## config.mk

```make
export PLATFORM = sky130hd
export DESIGN_NAME = simd_lshift_unit
export DESIGN_NICKNAME = d
export VERILOG_FILES = /design/src/rtl/simd_shl_pkg.sv /design/src/rtl/simd_lane_shl.sv /design/src/rtl/simd_shl_datapath.sv /design/src/rtl/simd_status_reg.sv /design/src/rtl/simd_lshift_unit.sv
export SDC_FILE = /design/constraint.sdc
export NUM_CORES = 1
export LEC_CHECK = 0
export ABC_CLOCK_PERIOD_IN_PS = 1800
export BUFFER_PORTS_ARGS = -buffer_cell sky130_fd_sc_hd__buf_2
export CAP_MARGIN = 20
export CORE_UTILIZATION = 59
export CTS_BUF_LIST = sky130_fd_sc_hd__clkbuf_4
export CTS_CLUSTER_DIAMETER = 80
export DETAILED_ROUTE_END_ITERATION = 6
export HOLD_SLACK_MARGIN = 0.08
export PLACE_DENSITY = 0.86
export SETUP_SLACK_MARGIN = 0.02
export SKIP_LAST_GASP = 1
export SYNTH_ARGS = -nofsm -noshare
export SYNTH_HDL_FRONTEND = slang
export SYNTH_SLANG_ARGS = --single-unit
```

## constraint.sdc

```tcl
create_clock -name clk -period 1.8 [get_ports clk]
set_input_delay 0.36 -clock clk [delete_from_list [all_inputs] [get_ports clk]]
set_output_delay 0.36 -clock clk [all_outputs]
set_load 0.05 [all_outputs]
```

## src/rtl/simd_shl_pkg.sv

```systemverilog
package simd_shl_pkg;
  typedef enum logic {
    LANES_NARROW = 1'b0,
    LANES_WIDE   = 1'b1
  } lane_mode_e;
endpackage

```

## src/rtl/simd_lane_shl.sv

```systemverilog
module simd_lane_shl #(
  parameter int LANE_W     = 8,
  parameter bit SIGNED_CHK = 1'b0,
  localparam int SH_W      = $clog2(LANE_W)
) (
  input  logic [LANE_W-1:0] lane_in,
  input  logic [SH_W-1:0]   sh,
  output logic [LANE_W-1:0] lane_out,
  output logic              lane_ovf
);
  localparam int EXT_W = 2 * LANE_W;

  // Place the lane in a double-width field (sign- or zero-extended), then shift.
  function automatic logic [EXT_W-1:0] widen_shift(input logic [LANE_W-1:0] a,
                                                   input logic [SH_W-1:0]   s,
                                                   input logic              sext);
    logic [EXT_W-1:0] e;
    e = {{LANE_W{sext & a[LANE_W-1]}}, a};
    return e << s;
  endfunction

  logic [EXT_W-1:0] ext;

  generate
    if (SIGNED_CHK) begin : g_signed
      logic [LANE_W:0] upper;
      always_comb begin
        ext      = widen_shift(lane_in, sh, 1'b1);
        upper    = ext[EXT_W-1:LANE_W-1];
        lane_ovf = !((&upper) || !(|upper));
      end
    end else begin : g_unsigned
      always_comb begin
        ext      = widen_shift(lane_in, sh, 1'b0);
        lane_ovf = |ext[EXT_W-1:LANE_W];
      end
    end
  endgenerate

  assign lane_out = ext[LANE_W-1:0];
endmodule

```

## src/rtl/simd_shl_datapath.sv

```systemverilog
module simd_shl_datapath
  import simd_shl_pkg::*;
#(
  parameter int WORD_W   = 32,
  parameter int NARROW_W = 8,
  localparam int WIDE_W  = 2 * NARROW_W,
  localparam int AMT_W   = $clog2(WIDE_W)
) (
  input  logic [WORD_W-1:0] word_in,
  input  logic [AMT_W-1:0]  amt,
  input  lane_mode_e        mode,
  output logic [WORD_W-1:0] word_out,
  output logic              any_ovf
);
  localparam int N_NARROW = WORD_W / NARROW_W;
  localparam int N_WIDE   = WORD_W / WIDE_W;
  localparam int NSH_W    = $clog2(NARROW_W);

  logic [WORD_W-1:0]   narrow_word, wide_word;
  logic [N_NARROW-1:0] narrow_ovf;
  logic [N_WIDE-1:0]   wide_ovf;

  genvar gi;
  generate
    for (gi = 0; gi < N_NARROW; gi++) begin : g_narrow
      simd_lane_shl #(.LANE_W(NARROW_W), .SIGNED_CHK(1'b0)) u_lane (
        .lane_in  (word_in[gi*NARROW_W +: NARROW_W]),
        .sh       (amt[NSH_W-1:0]),
        .lane_out (narrow_word[gi*NARROW_W +: NARROW_W]),
        .lane_ovf (narrow_ovf[gi])
      );
    end
    for (gi = 0; gi < N_WIDE; gi++) begin : g_wide
      simd_lane_shl #(.LANE_W(WIDE_W), .SIGNED_CHK(1'b1)) u_lane (
        .lane_in  (word_in[gi*WIDE_W +: WIDE_W]),
        .sh       (amt),
        .lane_out (wide_word[gi*WIDE_W +: WIDE_W]),
        .lane_ovf (wide_ovf[gi])
      );
    end
  endgenerate

  always_comb begin
    if (mode == LANES_WIDE) begin
      word_out = wide_word;
      any_ovf  = |wide_ovf;
    end else begin
      word_out = narrow_word;
      any_ovf  = |narrow_ovf;
    end
  end
endmodule

```

## src/rtl/simd_status_reg.sv

```systemverilog
module simd_status_reg #(
  parameter int STATUS_W = 32,
  parameter int OVF_POS  = 22
) (
  input  logic                clk,
  input  logic                rst_n,
  input  logic                wr_en,
  input  logic [STATUS_W-1:0] wr_data,
  input  logic                set_ovf,
  output logic [STATUS_W-1:0] stat_q
);
  localparam logic [STATUS_W-1:0] FLAG_MASK = STATUS_W'(1) << OVF_POS;

  logic [STATUS_W-1:0] stat_d;

  always_comb begin
    stat_d = stat_q;
    if (wr_en)   stat_d = wr_data;
    if (set_ovf) stat_d[OVF_POS] = 1'b1;
  end

  always_ff @(posedge clk or negedge rst_n) begin
    if (!rst_n) stat_q <= '0;
    else        stat_q <= stat_d;
  end


  ovf_sets_flag_chk: assert property (@(posedge clk) disable iff (!rst_n)
    set_ovf |=> stat_q[OVF_POS]);

  flag_sticky_chk: assert property (@(posedge clk) disable iff (!rst_n)
    (stat_q[OVF_POS] && !wr_en) |=> stat_q[OVF_POS]);

  write_load_chk: assert property (@(posedge clk) disable iff (!rst_n)
    (wr_en && !set_ovf) |=> (stat_q == $past(wr_data)));

  other_bits_hold_chk: assert property (@(posedge clk) disable iff (!rst_n)
    !wr_en |=> ((stat_q & ~FLAG_MASK) == ($past(stat_q) & ~FLAG_MASK)));
endmodule

```

## src/rtl/simd_lshift_unit.sv

```systemverilog
module simd_lshift_unit
  import simd_shl_pkg::*;
#(
  parameter int WORD_W   = 32,
  parameter int NARROW_W = 8,
  parameter int STATUS_W = 32,
  parameter int OVF_POS  = 22,
  localparam int WIDE_W  = 2 * NARROW_W,
  localparam int AMT_W   = $clog2(WIDE_W)
) (
  input  logic                clk,
  input  logic                rst_n,
  input  logic                op_valid,
  input  logic                lane_mode,
  input  logic [AMT_W-1:0]    shamt,
  input  logic [WORD_W-1:0]   operand,
  input  logic                stat_we,
  input  logic [STATUS_W-1:0] stat_wdata,
  output logic [WORD_W-1:0]   result,
  output logic [STATUS_W-1:0] status
);
  localparam int NSH_W = $clog2(NARROW_W);

  lane_mode_e        mode;
  logic [WORD_W-1:0] shifted;
  logic              dp_ovf;
  logic              op_ovf;
  logic              eff_amt_zero;

  assign mode   = lane_mode_e'(lane_mode);
  assign op_ovf = op_valid & dp_ovf;
  assign eff_amt_zero = (mode == LANES_WIDE) ? (shamt == '0)
                                             : (shamt[NSH_W-1:0] == '0);

  simd_shl_datapath #(.WORD_W(WORD_W), .NARROW_W(NARROW_W)) u_dp (
    .word_in  (operand),
    .amt      (shamt),
    .mode     (mode),
    .word_out (shifted),
    .any_ovf  (dp_ovf)
  );

  simd_status_reg #(.STATUS_W(STATUS_W), .OVF_POS(OVF_POS)) u_stat (
    .clk     (clk),
    .rst_n   (rst_n),
    .wr_en   (stat_we),
    .wr_data (stat_wdata),
    .set_ovf (op_ovf),
    .stat_q  (status)
  );

  always_ff @(posedge clk or negedge rst_n) begin
    if (!rst_n)        result <= '0;
    else if (op_valid) result <= shifted;
  end


  zero_shift_chk: assert property (@(posedge clk) disable iff (!rst_n)
    (op_valid && eff_amt_zero) |-> (!dp_ovf && shifted == operand));

  result_hold_chk: assert property (@(posedge clk) disable iff (!rst_n)
    !op_valid |=> $stable(result));

  idle_no_flag_chk: assert property (@(posedge clk) disable iff (!rst_n)
    (!op_valid && !stat_we) |=> $stable(status));
endmodule

```

; Word-level counts from Yosys, hierarchy flattened
; Index checks and enable logic that the tools add are counted.
[word_totals]
register_bits = 64
inputBits = 73
word_cells = 27
output_inout_bits = 64
[classes]
muxes = 4
n_reduce_logical = 13
shift = 6
bitwise = 1
[ops]
columns = op, count
row1 = left shift 32 x 4 -> 32 bit, 2
row2 = left shift 8 x 3 -> 16 bit, 4
row3 = AND reduction 17 bit, 2
row4 = OR reduction 17 bit, 2
row5 = two-way mux 32 bit, 1
row6 = OR reduction 32 bit, 1
row7 = two-way mux 23 bit, 1
row8 = logical NOT 1 bit, 4
row9 = logical OR 1 bit, 2
row10 = two-way mux 1 bit, 2
row11 = nonzero test 2 bit, 1
row12 = OR reduction 2 bit, 1
row13 = AND 1 bit, 1

; Logic depth before layout (Yosys ltp)
[depth]
word_depth = 9
ltp_mapped = 12
mapped_depth_nobuf = 7

; Cells and area by module
; A second synthesis with hierarchy kept.
[unflattened]
cells_unflattened = 615
area_unflattened_um2 = 6739.0
[by_module_without_submodules]
columns = module, instances, seq_area_each_um2, cells_each, area_per_inst_um2
row1 = simd_lane_shl (u_dp.g_wide[0].u_lane ...), 2, 0.0, 157, 1209.9
row2 = simd_lshift_unit, 1, 800.8, 69, 1347.5
row3 = simd_status_reg, 1, 800.8, 69, 1345.0
row4 = simd_lane_shl (u_dp.g_narrow[0].u_lane ...), 4, 0.0, 31, 266.5
row5 = simd_shl_datapath, 1, 0.0, 39, 560.5

; Worst setup path after synthesis
; OpenSTA, ideal clock, no wires.
[synth_path]
path_kind = input-to-reg
start = in shamt[0]
end = reg u_stat.stat_q[22]
required_ps = 1666
setup_slack_ps = -598
setup_time_ps = 134
arrival_ps = 2263
path_buffers = 2
stages = 9
cell_sequence = buf_6 -> buf_12 -> mux2i_1 -> mux4_2 -> mux2i_1 -> nand2_1 -> or4_1 -> nor4_1 -> o32ai_1
[synth_between]
elab_chain_cells = 9
elab_cells_between_ends = 22
classes_between = 6 x shift / 2 x mux / 1 x bitwise / 13 x reduce/logical
[synth_rtl]
columns = item, line
row1 = start: declaration, simd_lshift_unit.sv:15  ; input logic [AMT_W-1:0] shamt,
row2 = left shift 32 x 4 -> 32 bit, simd_lane_shl.sv:19  ; return e << s;
row3 = OR reduction 17 bit, simd_lane_shl.sv:30  ; lane_ovf = !((&upper) || !(|upper));
row4 = logical NOT 1 bit, simd_lane_shl.sv:30
row5 = logical OR 1 bit, simd_lane_shl.sv:30
row6 = logical NOT 1 bit, simd_lane_shl.sv:30
row7 = OR reduction 2 bit, simd_shl_datapath.sv:46  ; any_ovf = |wide_ovf;
row8 = two-way mux 1 bit (*), simd_shl_datapath.sv:44  ; if (mode == LANES_WIDE) begin
row9 = AND 1 bit (*), simd_lshift_unit.sv:31  ; assign op_ovf = op_valid & dp_ovf;
row10 = two-way mux 1 bit or nonzero test 2 bit (tied branches), n/a
row11 = end signal: assignment, simd_status_reg.sv:24  ; else stat_q <= stat_d;
row12 = end: declaration, simd_status_reg.sv:10  ; output logic [STATUS_W-1:0] stat_q
; Mark *: on every way between the ends. The rest lies on a longest branch, timed or not.
; A chain may end at the register's enable or synchronous reset.

; Final worst setup path
[layout_path]
start = in shamt[1]
end = reg u_stat.stat_q[22]
; The elaborated chain is that of the path after synthesis.

==> results.json <==
{
  "first_pass_iters": 7,
  "final_cells": 853,
  "dr_wl_met2_mm": 10.19,
  "synth-edff-count": 0,
  "areaGrowthSynthToFinish_pct": 49.38,
  "status": "complete, but fails checks",
  "die_area_um2": 8586,
  "setup_violations": 8,
  "synth_cell_types": 55,
  "dp.cells": 826,
  "synth-xor-area-share_pct": 0,
  "htree_num_levels": 3,
  "ir_drop_v": 0.0003512,
  "antenna_found_initial": 0,
  "relSlewSlack_pct": 46.73,
  "synthSimpleGateAreaFrac_pct": 13.00,
  "final.setup.worst_slack_ns": -0.3563,
  "crit_fanout": 8,
  "viasPerCell": 7.271,
  "detail-route-antenna-nets": 0,
  "io_pins": 137,
  "drv_slew": 0,
  "hold_path_class": "input pin to flop",
  "routed.top_layer": "met4",
  "die_w_um": 92.66,
  "drtIter0Drc": 1026,
  "setup.worst_path.start_class": "input pin",
  "synth_area_per_cell_um2": 9.877,
  "syn-num-nets": 564,
  "grt_max_degree": 32,
  "ys_ff_latch": 64,
  "wl_met1_mm": 6.997,
  "violations": "design-rule violations, negative setup slack",
  "gp_routability_congestion": 0.9612,
  "fmax_mhz": 463.7,
  "cts_tree": "yes",
  "synthFlopType": "dfrtp_1",
  "synthCells": 491,
  "ys_seq_area_share_pct": 33.02,
  "met3_length_mm": 2.889,
  "power_density_nw_per_um2": 714.8,
  "place_area_um2": 6699,
  "setup.worst_path.end_class": "flop",
  "synth-compound-area-share_pct": 17.31,
  "grt_usage_pct": 47.00,
  "final_area_um2": 7244,
  "yosysTopAreaCell": "dfrtp_1",
  "grt_setup_unrepaired": "yes",
  "muxShareOfSynthArea_pct": 31.35,
  "finalHoldViolCount": 0,
  "coreArea_um2": 7848,
  "post-dp-hpwl_mm": 14.26,
  "grt_pass1_vias": 5733,
  "r2r_setup_slack_ns": 0.25,
  "routedWlPerCell_um": 26.08,
  "layout_min_cycle_time_ns": 2.156,
  "routed_wl_mm": 22.25,
  "cts_root_buffer": "clkbuf_4",
  "synth_adder_area_share_pct": 0,
  "cts.clk_slew.worst_paths_ns": 0.13,
  "netlist.area_leader.share_pct": 33.02,
  "synth_area_um2": 4850,
  "leakage_nw": 3.363,
  "worstMarginPinSlew_ns": 0.7990,
  "ys_async_sr_fraction_pct": 100.0,
  "cp_data_arrival_time_ns": 2.46,
  "cts_num_sinks": 64,
  "portBuffers": 136,
  "drv_cap": 0,
  "route.detailed.drc": 6,
  "fin_skew_ns": 0,
  "crit_type": "input pin to flop",
  "worstPathRequired_ns": 2.10,
  "yosysWarnings": 0,
  "start_util_pct": 61.80,
  "cts_inserted_buffers": 9,
  "synth_area_leaders": "dfrtp_1 33%, mux2_2 11%, mux2i_1 8.7%",
  "num_vias": 6202,
  "fin_nets": 819,
  "cts_buffer_depth": 2,
  "antenna_cells": 0,
  "grt.overflow.total": 0,
  "grt_pass1_wl_mm": 30.48,
  "core.rowCount": 32,
  "synth_top_family_by_area": "multiplexers",
  "finalCritPeriodShare_pct": 119.8,
  "worstSkewPairLatency_ns": 0.42,
  "drive_above_1_share_pct": 56.59,
  "die_h_um": 92.66
}
[state kept, by name, summed over array words and instances, names as in the netlist]
name and flops:
result 32, u_stat.stat_q 32
[cell usage in the layout (no fill, tap or decap), types with 6 or more instances in the layout]
| cell type | netlist | routed |
|---|---|---|
| a21oi_1 | 27 | 22 |
| buf_12 | 1 | 6 |
| buf_2 | 7 | 135 |
| buf_4 | 2 | 137 |
| buf_6 | 2 | 6 |
| clkbuf_4 | 0 | 9 |
| dfrtp_1 | 64 | 64 |
| inv_1 | 9 | 9 |
| mux2_2 | 46 | 41 |
| mux2i_1 | 42 | 21 |
| mux2i_2 | 0 | 13 |
| mux2i_4 | 0 | 8 |
| mux4_2 | 13 | 22 |
| nand2_1 | 53 | 53 |
| nand3_1 | 13 | 13 |
| nand4_1 | 7 | 7 |
| nor2_1 | 35 | 33 |
| nor4_1 | 8 | 6 |
| o21ai_0 | 19 | 10 |
| o21ai_1 | 0 | 7 |
| o2bb2ai_1 | 10 | 10 |
[power by group]
part | leakage (nW) | switching, mW | internal (mW) | total (mW)
Sequential | 0.770 | 0.0962 | 1.58 | 1.68
Combinational | 2.52 | 1.54 | 0.941 | 2.49
Clock | 0.0735 | 0.589 | 0.423 | 1.01
Total | 3.36 | 2.23 | 2.95 | 5.18
[synthesized netlist by cell type, drive strengths merged (2+ instances only)]
cell	instances
a211o	2
a211oi	4
a21boi	2
a21o	3
a21oi	27
a221oi	3
a222oi	2
a22o	2
a31oi	5
a41oi	4
and2	3
buf	19
clkbuf	26
dfrtp	64
inv	10
mux2	46
mux2i	42
mux4	24
nand2	53
nand2b	5
nand3	13
nand4	7
nor2	35
nor2b	4
nor3	5
nor4	8
o2111ai	2
o211a	2
o211ai	4
o21a	2
o21ai	19
o221ai	2
o22a	3
o22ai	7
o2bb2ai	10
o32ai	4
o41ai	6
[critical path, cell delays in order]
cell     delay [ns]
buf_2          0.16
buf_4          0.21
mux4_2         0.59
mux2i_4        0.22
nand2_1        0.08
or4_1          0.46
a21oi_1        0.24
o32ai_1        0.12
[through the flow]
stage / power [mW] / setup TNS (ns) / utilization (%) / hold slack (ns) / setup WS (ns)
after floorplan: 3.005 / -1.260 / - / 0.06441 / -0.5292
after global placement: 3.764 / -8.161 / 85.36 / 0.3648 / -0.7755
after detailed placement: 3.852 / -9.938 / 85.36 / 0.3772 / -0.7930
after CTS: 4.889 / -0.9073 / 88.28 / 0.1561 / -0.2403
after global routing: 5.299 / -0.9611 / 92.32 / 0.1537 / -0.4228
final: 5.178 / -0.7691 / 92.32 / 0.1561 / -0.3563
[layer usage]
metal	track usage, %	vias up
met1	56.57	2841
met5	0	-
met2	77.10	710
li1	-	2393
met3	10.51	258
met4	28.21	0
[timing repair]
action,CTS,global route
pin swaps,2,17
setup buffers,3,4
endpoints found under the hold margin,22,0
hold buffers,1,0
gates cloned,0,3
gates resized for setup,18,54
setup endpoints to repair,12,17
[final cells by class]
cell class              count  area [µm²]
repair buffers            289        2004
clock inverters             7       72.57
well taps                 102       127.6
inverters                  11       41.29
multi-input cells         371        3329
flip-flops and latches     64        1602
fillers                   311       603.1
clock buffers               9       67.56
[cells by family (layout without fill, tap and decap cells)]
group | after synthesis | in the layout
compound gates | 121 | 121
mux | 112 | 112
simple gates | 138 | 138
buf+inv | 56 | 316
flops | 64 | 64
[final timing paths]
kind	from	to	cells after the start
worst max-delay path	shamt[1]	u_stat.stat_q[22]	8
worst min register to register	result[11]	result[11]	1
max in group asynchronous	rst_n	u_stat.stat_q[6]	3
worst min-delay path	stat_wdata[17]	u_stat.stat_q[17]	2
worst max register to register	u_stat.stat_q[22]	u_stat.stat_q[22]	5
min in group asynchronous	rst_n	u_stat.stat_q[2]	2
Power figures use the tool's default switching activity.
